--- config.mk ---
export PLATFORM = sky130hd
export DESIGN_NAME = los_monitor
export DESIGN_NICKNAME = d
export VERILOG_FILES = /design/src/rtl/los_pkg.sv /design/src/rtl/los_rst_sync.sv /design/src/rtl/los_zero_run.sv /design/src/rtl/los_density_win.sv /design/src/rtl/los_decide.sv /design/src/rtl/los_monitor.sv
export SDC_FILE = /design/constraint.sdc
export NUM_CORES = 1
export LEC_CHECK = 0
export ABC_CLOCK_PERIOD_IN_PS = 11300
export BUFFER_PORTS_ARGS = -buffer_cell sky130_fd_sc_hd__buf_2
export CORE_UTILIZATION = 60
export CTS_BUF_LIST = sky130_fd_sc_hd__clkbuf_16
export DETAILED_ROUTE_END_ITERATION = 7
export PLACE_DENSITY_LB_ADDON = 0.15
export SLEW_MARGIN = 20
export SYNTH_ARGS = -nofsm -noshare
export SYNTH_HDL_FRONTEND = slang
export SYNTH_SLANG_ARGS = --single-unit
--- constraint.sdc ---
create_clock -name clk -period 11.3 [get_ports clk]
set_input_delay 0 -clock clk [delete_from_list [all_inputs] [get_ports clk]]
set_output_delay 0 -clock clk [all_outputs]
set_load 0.01 [all_outputs]
--- src/rtl/los_pkg.sv ---
package los_pkg;

  typedef enum logic {
    LINE_SLOW = 1'b0,
    LINE_FAST = 1'b1
  } line_mode_e;

  function automatic int max_int(input int a, input int b);
    return (a > b) ? a : b;
  endfunction

endpackage

--- src/rtl/los_rst_sync.sv ---
module los_rst_sync #(
  parameter int STAGES = 2
) (
  input  logic clk,
  input  logic rst_n,
  output logic rst_n_sync
);

  logic [STAGES-1:0] sync_q;
  logic [STAGES-1:0] sync_d;

  always_comb begin
    sync_d = {sync_q[STAGES-2:0], 1'b1};
  end

  always_ff @(posedge clk or negedge rst_n) begin
    if (!rst_n) begin
      sync_q <= '0;
    end else begin
      sync_q <= sync_d;
    end
  end

  assign rst_n_sync = sync_q[STAGES-1];

endmodule

--- src/rtl/los_zero_run.sv ---
module los_zero_run #(
  parameter  int RUN_SAT  = 180,
  parameter  int ZRUN_LIM = 4,
  parameter  int QUAL_SAT = 32,
  localparam int ZW       = $clog2(RUN_SAT + 1),
  localparam int QW       = $clog2(QUAL_SAT + 1)
) (
  input  logic          clk,
  input  logic          rst_n,
  input  logic          clr,
  input  logic          bit_en,
  input  logic          pulse,
  output logic [ZW-1:0] zrun_nxt,
  output logic [QW-1:0] qual_nxt
);

  localparam logic [ZW-1:0] ZSAT_W = ZW'(RUN_SAT);
  localparam logic [ZW-1:0] ZLIM_W = ZW'(ZRUN_LIM);
  localparam logic [QW-1:0] QSAT_W = QW'(QUAL_SAT);

  logic [ZW-1:0] zrun_q;
  logic [ZW-1:0] zrun_d;
  logic [QW-1:0] qual_q;
  logic [QW-1:0] qual_d;

  // zero-run length, saturating at the longest limit in use
  always_comb begin
    zrun_d = zrun_q;
    if (clr) begin
      zrun_d = '0;
    end else if (bit_en) begin
      if (pulse) begin
        zrun_d = '0;
      end else if (zrun_q != ZSAT_W) begin
        zrun_d = zrun_q + 1'b1;
      end
    end
  end

  // qualifying-bit counter: restarts on any bit inside a long zero run
  always_comb begin
    qual_d = qual_q;
    if (clr) begin
      qual_d = '0;
    end else if (bit_en) begin
      if (zrun_d >= ZLIM_W) begin
        qual_d = '0;
      end else if (qual_q != QSAT_W) begin
        qual_d = qual_q + 1'b1;
      end
    end
  end

  always_ff @(posedge clk or negedge rst_n) begin
    if (!rst_n) begin
      zrun_q <= '0;
      qual_q <= '0;
    end else begin
      zrun_q <= zrun_d;
      qual_q <= qual_d;
    end
  end

  assign zrun_nxt = zrun_d;
  assign qual_nxt = qual_d;

endmodule

--- src/rtl/los_density_win.sv ---
module los_density_win #(
  parameter  int WIN = 180,
  localparam int OW  = $clog2(WIN + 1)
) (
  input  logic          clk,
  input  logic          rst_n,
  input  logic          clr,
  input  logic          bit_en,
  input  logic          pulse,
  output logic [OW-1:0] ones_nxt
);

  logic [WIN-1:0] hist_q;
  logic [WIN-1:0] hist_d;
  logic [OW-1:0]  ones_q;
  logic [OW-1:0]  ones_d;
  logic [OW-1:0]  enter_w;
  logic [OW-1:0]  leave_w;

  assign enter_w = {{(OW-1){1'b0}}, pulse};
  assign leave_w = {{(OW-1){1'b0}}, hist_q[WIN-1]};

  // sliding history and running pulse count over the last WIN bits
  always_comb begin
    hist_d = hist_q;
    ones_d = ones_q;
    if (clr) begin
      hist_d = '0;
      ones_d = '0;
    end else if (bit_en) begin
      hist_d = {hist_q[WIN-2:0], pulse};
      ones_d = ones_q + enter_w - leave_w;
    end
  end

  always_ff @(posedge clk or negedge rst_n) begin
    if (!rst_n) begin
      hist_q <= '0;
      ones_q <= '0;
    end else begin
      hist_q <= hist_d;
      ones_q <= ones_d;
    end
  end

  assign ones_nxt = ones_d;

endmodule

--- src/rtl/los_decide.sv ---
module los_decide
  import los_pkg::*;
#(
  parameter int SLOW_RUN  = 180,
  parameter int FAST_RUN  = 32,
  parameter int SLOW_MIN  = 60,
  parameter int FAST_QUAL = 32,
  parameter int ZW        = 8,
  parameter int QW        = 6,
  parameter int OW        = 8
) (
  input  logic          clk,
  input  logic          rst_n,
  input  logic          mode_chg,
  input  logic          bit_en,
  input  line_mode_e    mode,
  input  logic [ZW-1:0] zrun_nxt,
  input  logic [QW-1:0] qual_nxt,
  input  logic [OW-1:0] ones_nxt,
  output logic          los
);

  localparam logic [ZW-1:0] SLOW_RUN_W  = ZW'(SLOW_RUN);
  localparam logic [ZW-1:0] FAST_RUN_W  = ZW'(FAST_RUN);
  localparam logic [OW-1:0] SLOW_MIN_W  = OW'(SLOW_MIN);
  localparam logic [QW-1:0] FAST_QUAL_W = QW'(FAST_QUAL);

  logic los_q;
  logic los_d;
  logic drop_ok;
  logic raise_ok;

  always_comb begin
    if (mode == LINE_FAST) begin
      drop_ok  = (qual_nxt >= FAST_QUAL_W);
      raise_ok = (zrun_nxt >= FAST_RUN_W);
    end else begin
      drop_ok  = (ones_nxt >= SLOW_MIN_W);
      raise_ok = (zrun_nxt >= SLOW_RUN_W);
    end
  end

  // only the rule that can move the flag away from its state is evaluated
  always_comb begin
    los_d = los_q;
    if (mode_chg) begin
      los_d = 1'b1;
    end else if (bit_en) begin
      if (los_q) begin
        if (drop_ok) los_d = 1'b0;
      end else begin
        if (raise_ok) los_d = 1'b1;
      end
    end
  end

  always_ff @(posedge clk or negedge rst_n) begin
    if (!rst_n) begin
      los_q <= 1'b1;
    end else begin
      los_q <= los_d;
    end
  end

  assign los = los_q;

endmodule

--- src/rtl/los_monitor.sv ---
module los_monitor
  import los_pkg::*;
#(
  parameter int SLOW_RUN  = 180,
  parameter int FAST_RUN  = 32,
  parameter int SLOW_WIN  = 180,
  parameter int SLOW_MIN  = 60,
  parameter int FAST_ZLIM = 4,
  parameter int FAST_QUAL = 32,
  parameter int RST_STG   = 2
) (
  input  logic clk,
  input  logic rst_n,
  input  logic bit_vld,
  input  logic rail_p,
  input  logic rail_n,
  input  logic mode_e3,
  output logic los
);

  localparam int RUN_SAT = max_int(SLOW_RUN, FAST_RUN);
  localparam int ZW      = $clog2(RUN_SAT + 1);
  localparam int QW      = $clog2(FAST_QUAL + 1);
  localparam int OW      = $clog2(SLOW_WIN + 1);

  logic          rst_n_i;
  line_mode_e    mode_q;
  line_mode_e    mode_d;
  line_mode_e    mode_in;
  logic          mode_chg;
  logic          bit_en;
  logic          pulse;
  logic [ZW-1:0] zrun_nxt;
  logic [QW-1:0] qual_nxt;
  logic [OW-1:0] ones_nxt;

  los_rst_sync #(.STAGES(RST_STG)) u_rst (
    .clk        (clk),
    .rst_n      (rst_n),
    .rst_n_sync (rst_n_i)
  );

  assign mode_in  = line_mode_e'(mode_e3);
  assign mode_chg = (mode_in != mode_q);
  assign bit_en   = bit_vld & ~mode_chg;
  assign pulse    = rail_p | rail_n;

  always_comb begin
    mode_d = mode_q;
    if (mode_chg) mode_d = mode_in;
  end

  always_ff @(posedge clk or negedge rst_n_i) begin
    if (!rst_n_i) begin
      mode_q <= LINE_SLOW;
    end else begin
      mode_q <= mode_d;
    end
  end

  los_zero_run #(
    .RUN_SAT  (RUN_SAT),
    .ZRUN_LIM (FAST_ZLIM),
    .QUAL_SAT (FAST_QUAL)
  ) u_run (
    .clk      (clk),
    .rst_n    (rst_n_i),
    .clr      (mode_chg),
    .bit_en   (bit_en),
    .pulse    (pulse),
    .zrun_nxt (zrun_nxt),
    .qual_nxt (qual_nxt)
  );

  los_density_win #(.WIN(SLOW_WIN)) u_win (
    .clk      (clk),
    .rst_n    (rst_n_i),
    .clr      (mode_chg),
    .bit_en   (bit_en),
    .pulse    (pulse),
    .ones_nxt (ones_nxt)
  );

  los_decide #(
    .SLOW_RUN  (SLOW_RUN),
    .FAST_RUN  (FAST_RUN),
    .SLOW_MIN  (SLOW_MIN),
    .FAST_QUAL (FAST_QUAL),
    .ZW        (ZW),
    .QW        (QW),
    .OW        (OW)
  ) u_dec (
    .clk      (clk),
    .rst_n    (rst_n_i),
    .mode_chg (mode_chg),
    .bit_en   (bit_en),
    .mode     (mode_q),
    .zrun_nxt (zrun_nxt),
    .qual_nxt (qual_nxt),
    .ones_nxt (ones_nxt),
    .los      (los)
  );

endmodule

==> metrics.md, run 1 <==
| Metric | Value |
|---|---|
| Outcome | finished clean |
| Final Max Slew Viols | 0 |
| Sequential Power Share | 0.472 |
| Crit-path slowest cell | buf_4 |
| Fin nets | 801 |
| Starting Density | 0.613 |
| Crit-path max cell delay | a little under 0.9 ns |
| Final min period | 4.08 ns |
| Vias per cell | about 5.6 |
| RSZ-0062 raised after global routing | false |
| TritonCTS Buffers | 22 |
| Crit path top cell by count | buf_4 |
| Psw | slightly below 400 uW |
| Synthesized area | approximately 8900 um2 |
| Async set or reset register ratio after synthesis | 1.00 |
| Commonest non-fill, non-tap cells in the layout | dfrtp_1 (204), nor2_1 (202), mux2i_1 (184), inv_1 (30), clkbuf_16 (23) |
| Logic pwr share | 0.104 |
| Peak fanout along the critical path | between 100 and 150 |
| Layout Cells excl Fill | 982 |
| H-tree depth | 1 |
| Primary FF master, synth | dfrtp_1 |
| Setup tns final | 0 ns |
| CTS max path bufs | 3 |
| Clock-pin slew on the worst setup and hold paths | around 0.060 ns |
| Vert. Die Dim | 124 um |
| Worst-Skew Late Latency | slightly below 0.5 ns |
| Pin count of the biggest net entering global routing | 103 |
| Setup violations, final | 0 |
| Slew HR | 0.245 |
| Yosys warning count | 0 |
| Worst clock skew | 0.00685 ns |
| Commonest non-fill, non-tap cell in the layout | dfrtp_1 |
| Max Fclk | 245 MHz |
| Ant diodes | 0 |
| Fillers | 1,061 |
| Pwr/cell area | roughly 160 nW/um2 |
| Unique cell type count in the Yosys netlist | between 50 and 60 |
| Most area-hungry cell type in the Yosys netlist | dfrtp_1 |
| Port Buffers | 6 |
| Worst reg2reg path depth | 8 |
| CTS tree | done |
| Root Buffer | clkbuf_16 |
| Crit path required time | 11.70 ns |
| Final GP Congestion | 0.832 |
| Share of cells above drive strength 1 | 0.0602 |
| P&R area growth vs syn | 10.4% |
| Core area | 14,500 um2 |
| DIE AREA | approximately 15,000 um2 |
| Vias in the first global route | between 5,000 and 6,000 |
| CP endpoint kind | flop |
| Placed insts | 935 |
| CP Cell Sequence | xor2_4 > buf_4 > buf_4 > a21oi_1 > or4b_4 > nor3_2 > a31oi_1 > or4_1 |
| Max-Cap Viols | 0 |
| DP HPWL | 8.28 mm |
| Post-synth EDFFs | 0 |
| P_leak | 5.04 nW |
| Total grt overflow | 0 |
| Startpoint Class | flop |
| Sequential share of the synthesized area | 0.578 |
| FF+latch count, synth | 206 |
| Worst setup path category | flop to flop |
| Worst-margin pin slew | between 1 and 1.5 ns |
| Switching share of total power | 0.241 |
| Vias | ~5,500 |
| Setup bufs post-CTS | 0 |
| Top cells by area, synth | dfrtp_1 (58%), mux2i_1 (21%), nor2_1 (8.5%), ha_1 (1.7%), clkbuf_1 (1.1%) |
| Worst EP arrival | 4.48 ns |
| # DRC | 0 |
| Int Power | 1.22 mW |
| Avg Inst Size Synth | 11.4 um2 |
| Row Count | 44 |
| Synthesized Nets | 804 |
| # IOs | 7 |
| Worst vdd ir | between 150 and 200 uV |
| Count of clock tree sinks | 206 |
| Yosys top cell area share | 0.575 |
| Synth Instances | 785 |
| Routed Antenna Nets | 0 |
| Routed WL | about 14 mm |
| Hold Violations, Final | 0 |
| Hold Path Stages | 3 |
| Initial antenna violation count | 0 |
| Drt wl/cell | 14.5 um |
| Starting DRT DRC Count | 274 |
| Tcrit/Tclk final | 0.361 |
| First-pass GRT wire length | between 20 and 25 mm |
| Hold Crit Class | primary input to flop |
| Total GRT Usage | 0.197 |
| Pre-antenna DRT Iters | 5 |
| Clock Power Share | 0.424 |
| Die Wd | around 120 um |
[stage by stage]
step	power [mW]	setup WS [ns]	cell area (um2)	util	hold slack [ns]
after CTS	1.63	7.19	9830	0.676	0.0405
after detailed placement	0.938	7.26	9070	0.624	-0.214
final	1.61	7.22	9840	0.677	0.0431
after global routing	1.68	6.91	9840	0.677	0.0615
after floorplan	0.906	5.14	8910	-	-0.296
after global placement	0.930	7.34	9070	0.624	-0.215
[registers in the layout, summed over array words and instances (netlist names)]
| register | count |
|---|---|
| u_win.hist_q | 180 |
| u_run.zrun_q | 8 |
| u_win.ones_q | 8 |
| u_run.qual_q | 6 |
| u_rst.sync_q | 2 |
| mode_q | 1 |
| u_dec.los | 1 |
[logic make-up after synthesis]
family,share of synthesized area
DFF,0.578
and+or+nand+nor,0.126
AOI/OAI and AO/OA,0.0326
adders and majority gates,0.0191
buffers and inverters,0.0293
xor gates and xnor gates,0.00772
other,0.000421
muxes,0.207
[synthesized netlist by cell type (all sizes together), types with 2 or more instances]
| cell type | instances |
|---|---|
| or4 | 3 |
| xor2 | 5 |
| buf | 20 |
| o41ai | 3 |
| dfrtp | 205 |
| mux2i | 184 |
| nand4 | 4 |
| a31oi | 7 |
| inv | 22 |
| o21bai | 2 |
| nand3 | 8 |
| xnor2 | 2 |
| nor4 | 2 |
| and2 | 3 |
| o211ai | 3 |
| clkbuf | 26 |
| and3 | 2 |
| nor4b | 3 |
| nor3 | 4 |
| or3 | 3 |
| nand2 | 17 |
| o21ai | 8 |
| a21oi | 12 |
| o311ai | 2 |
| nor2 | 202 |
| ha | 12 |
| nand2b | 4 |
[power groups by stage]
stage	registers, mW	clock network, mW	logic [mW]
detailed placement	0.773	0	0.165
global placement	0.772	0	0.157
floorplan	0.779	0	0.127
CTS	0.760	0.702	0.168
finish	0.760	0.682	0.167
global route	0.761	0.728	0.189
[layout make-up]
cell class | count | area, um2 | share of cell area
Timing Repair Buffer | 19 | 163 | 0.0165
Clock inverter | 17 | 119 | 0.0121
Tap cell | 184 | 230 | 0.0234
Inverter | 22 | 82.6 | 0.00839
Clock buffer | 23 | 576 | 0.0585
Multi-Input combinational cell | 511 | 3510 | 0.357
Sequential cell | 206 | 5160 | 0.524
[final timing paths]
check | startpoint | endpoint | slack [ns]
worst max-delay path | mode_q | u_dec.los | 7.22
worst min-delay path | bit_vld | u_win.ones_q[6] | 0.04
worst max register to register | mode_q | u_dec.los | 7.22
worst min register to register | u_rst.sync_q[1] | u_win.hist_q[40] | 0.32
max in group asynchronous | u_rst.sync_q[1] | u_win.hist_q[88] | 9.22
min in group asynchronous | u_rst.sync_q[1] | u_win.hist_q[40] | 0.32
[layer usage]
layer / up-vias / global-route usage / part of all wire
li1: 2647 / - / -
met1: 2731 / 0.262 / 0.48
met2: 65 / 0.333 / 0.48
met3: 23 / 0.0330 / 0.026
met4: 0 / 0.0603 / 0.016
met5: - / 0 / 0
[critical path, delay by kind of cell (launching register included)]
kind / cells / cell delay (ns)
AOI/OAI and AO/OA: 2 / 0.30
and+or+nand+nor: 3 / 1.31
buffers and inverters: 2 / 1.62
DFF: 1 / 0.52
xor gates and xnor gates: 1 / 0.16
[timing repair]
action / CTS / global route
resized for setup: 0 / 0
endpoints found under the hold margin: 8 / 0
hold buffers: 7 / 0
Note: power is estimated with default switching activity, not from simulation.
==> inputs of run 2 (changes only) <==
--- a/config.mk
+++ b/config.mk
@@ -5,9 +5,10 @@
 export SDC_FILE = /design/constraint.sdc
 export NUM_CORES = 1
 export LEC_CHECK = 0
-export ABC_CLOCK_PERIOD_IN_PS = 11300
+export ABC_AREA = 1
+export ABC_CLOCK_PERIOD_IN_PS = 3500
 export BUFFER_PORTS_ARGS = -buffer_cell sky130_fd_sc_hd__buf_2
-export CORE_UTILIZATION = 60
+export CORE_UTILIZATION = 56
 export CTS_BUF_LIST = sky130_fd_sc_hd__clkbuf_16
 export DETAILED_ROUTE_END_ITERATION = 7
 export PLACE_DENSITY_LB_ADDON = 0.15
==> constraint.sdc (replaced) <==
create_clock -name clk -period 3.5 [get_ports clk]
set_input_delay 0 -clock clk [delete_from_list [all_inputs] [get_ports clk]]
set_output_delay 0 -clock clk [all_outputs]
set_load 0.01 [all_outputs]
==> run 2 against run 1 <==
Against the previous run: global-route usage fell by 0.58 points; core utilization down 4.3 points; non-clock buffer count fell by 1; combinational power grew to 2.7 times the previous value; critical path depth increased by 10; register-to-register slack lost 6.1 ns; synthesized cell count rose by 7.4%.
==> metrics.md, run 2 <==
| Metric | Value |
|---|---|
| Outcome | finished clean |
| Synth Instances | 843 |
| Fillers | 1,161 |
| Port Buffers | 6 |
| Layout Cells excl Fill | 1,039 |
| Crit path max-delay family | adder cells |
| Share of cells above drive strength 1 | 0.0830 |
| Drt wl/cell | around 13 um |
| DP HPWL | 8.11 mm |
| Top cells by area, synth | dfrtp_1 (61%), o22ai_1 (14%), inv_1 (9.8%), nand2_1 (3.5%), ha_1 (1.8%) |
| Placed cell areas | 8500 um2 |
| Worst clock skew | 0.0201 ns |
| Die Wd | 124 um |
| DIE AREA | 15,400 um2 |
| Final GP Congestion | 0.831 |
| Yosys top cell area share | 0.614 |
| Synthesized Nets | about 860 |
| Worst hold slack | about 0.21 ns |
| CP endpoint kind | flop |
| Setup bufs post-CTS | 0 |
| Placed insts | a little under 1,000 |
| Starting DRT DRC Count | 282 |
| Cell area after layout | just over 9000 um2 |
| First-pass GRT wire length | 23.8 mm |
| Starting Density | 0.575 |
| Vias per cell | 5.26 |
| Async set or reset register ratio after synthesis | 1.00 |
| Slew HR | 0.428 |
| Largest regs | u_win.hist_q x180, u_run.zrun_q x8, u_win.ones_q x8 |
| FF+latch count, synth | 206 |
| Max-Cap Viols | 0 |
| Final Max Slew Viols | 0 |
| Main combinational cell family by area after synthesis | compound AO/OA/AOI/OAI gates |
| RSZ-0062 raised after global routing | false |
| Total grt overflow | 0 |
| Total power | between 4 and 5 mW |
| Hold Violations, Final | 0 |
| Crit-path slowest cell | dfrtp_1 |
| Mux share of post-synthesis cell area | 0 |
| Avg Inst Size Synth | 9.91 um2 |
| Setup violations, final | 0 |
| Worst EP arrival | 2.75 ns |
| Commonest non-fill, non-tap cell in the layout | inv_1 |
| Top reg by flops | u_win.hist_q |
| Post-synth EDFFs | 0 |
| Core area | 14,500 um2 |
| CP Cell Sequence | inv_1 > ha_1 > inv_1 > ha_1 > inv_1 > fa_1 > inv_1 > nand3_1 > nand3_1 > nand3_1 > o21ai_0 > nand2_1 > nor2_1 > a21oi_1 > nand2_1 > nand2_1 > nand2_1 > nand2_1 |
| CP Buf/Inv Count | 4 |
| Post-Synth Simple-Gate Area | 0.0788 |
| Ant diodes | 0 |
| CTS max path bufs | 3 |
| # DRC | 0 |
| Yosys warning count | 0 |
| Commonest non-fill, non-tap cells in the layout | inv_1 (222), dfrtp_1 (204), o22ai_1 (182), nand2_1 (79), nand3_1 (23) |
| Total GRT Usage | 0.191 |
| Post-route setup slack | about 1.2 ns |
| P&R area growth vs syn | 10.3% |
| Worst setup path category | flop to flop |
| Synth Area in Adders | 0.0204 |
| Vias | about 5,500 |
| Final min period | about 2.3 ns |
| Count of clock tree sinks | 206 |
| Root Buffer | clkbuf_16 |
| Final core utilization | 0.634 |
| Tcrit/Tclk final | 0.666 |
| Initial antenna violation count | 0 |
| Crit-path max cell delay | approximately 0.36 ns |
| Crit path required time | 3.92 ns |
| Worst vdd ir | 347 uV |
| Hold Crit Class | primary input to flop |
| Crit path top cell by count | nand2_1 |
| Vias in the first global route | 5,331 |
| Max Fclk | 429 MHz |
| Primary FF master, synth | dfrtp_1 |
| Pin count of the biggest net entering global routing | between 100 and 150 |
| Vert. Die Dim | 124 um |
| Top post-synthesis cells by count | inv_1 (219), dfrtp_1 (205), o22ai_1 (182) |
| Post-synthesis compound-gate area fraction | 0.155 |
| Pre-CTS WS | 1.17 ns |
| Pwr/cell area | 542 nW/um2 |
| Routed WL | roughly 14 mm |
| Synth Area in XOR/XNOR | 0.00524 |
| # IOs | 7 |
| Sequential share of the synthesized area | 0.617 |
| Setup tns final | 0 ns |
| Worst-Skew Late Latency | about 0.49 ns |
| TritonCTS Buffers | 21 |
| Peak fanout along the critical path | 4 |
| Startpoint Class | flop |
| Routed Antenna Nets | 0 |
| Max FFs per register | between 150 and 200 |
| CTS tree | done |
| Most numerous cell in the Yosys netlist | inv_1 |
| Most area-hungry cell type in the Yosys netlist | dfrtp_1 |
| Worst-margin pin slew | 0.858 ns |
| Synthesized area | 8360 um2 |
| P_leak | approximately 4.1 nW |
| Unique cell type count in the Yosys netlist | 37 |
| Pre-antenna DRT Iters | 4 |
| Fin nets | 860 |
| H-tree depth | 1 |
| Row Count | 44 |
| Clock-pin slew on the worst setup and hold paths | 0.06 ns |
[run 2: cells by family after synthesis]
kind of cell | count (synthesis)
buffers and inverters | 267
XOR/XNOR | 5
other | 1
AND/OR/NAND/NOR | 142
flip-flops | 206
adder cells (fa/ha/maj) | 13
AO/OA/AOI/OAI | 209
[run 2: worst reg2reg max path: stages, from the launching register on]
cell and delay [ns]:
dfrtp_1 0.36, inv_1 0.07, ha_1 0.22, inv_1 0.06
ha_1 0.16, inv_1 0.06, fa_1 0.35, inv_1 0.12
nand3_1 0.10, nand3_1 0.11, nand3_1 0.07, o21ai_0 0.11
nand2_1 0.08, nor2_1 0.11, a21oi_1 0.07, nand2_1 0.07
nand2_1 0.05, nand2_1 0.05, nand2_1 0.04
[run 2: final timing paths]
kind / depth (start not counted) / start / endpoint / slack (ns)
setup / recovery: 18 / u_win.ones_q[0] / u_dec.los / 1.17
hold / removal: 2 / mode_e3 / mode_q / 0.21
setup reg to reg: 18 / u_win.ones_q[0] / u_dec.los / 1.17
hold reg to reg: 0 / u_rst.sync_q[1] / u_win.hist_q[100] / 0.22
max in group asynchronous: 1 / u_rst.sync_q[1] / u_win.hist_q[79] / 2.34
min in group asynchronous: 0 / u_rst.sync_q[1] / u_win.hist_q[100] / 0.22
[run 2: cell type report]
class | instances | area [um2] | share of cell area
Timing Repair Buffer | 18 | 150 | 0.0163
Multi-Input combinational cell | 370 | 2180 | 0.237
Sequential cell | 206 | 5160 | 0.560
Tap cell | 184 | 230 | 0.0250
Inverter | 224 | 843 | 0.0915
Clock buffer | 21 | 526 | 0.0570
Clock inverter | 16 | 126 | 0.0137
[run 2: timing repair]
item | CTS | global route
gates resized for setup | 0 | 0
hold buffers | 7 | 0
endpoints found under the setup margin | 0 | 0
hold endpoints to repair | 7 | 0
[run 2: metal layers]
metal  vias to the layer above  wire length, um  part of all wire  GRT usage
met5                         -                0                 0          0
met4                         0              138             0.010     0.0513
met3                        14              464             0.034     0.0353
met2                        67             6470              0.48      0.314
met1                      2634             6480              0.48      0.262
li1                       2750                -                 -          -
[run 2: power by group]
group / switching, mW / total, mW / internal [mW]
clock network: 0.861 / 2.10 / 1.24
logic: 0.311 / 0.457 / 0.146
registers: 0.0242 / 2.44 / 2.41
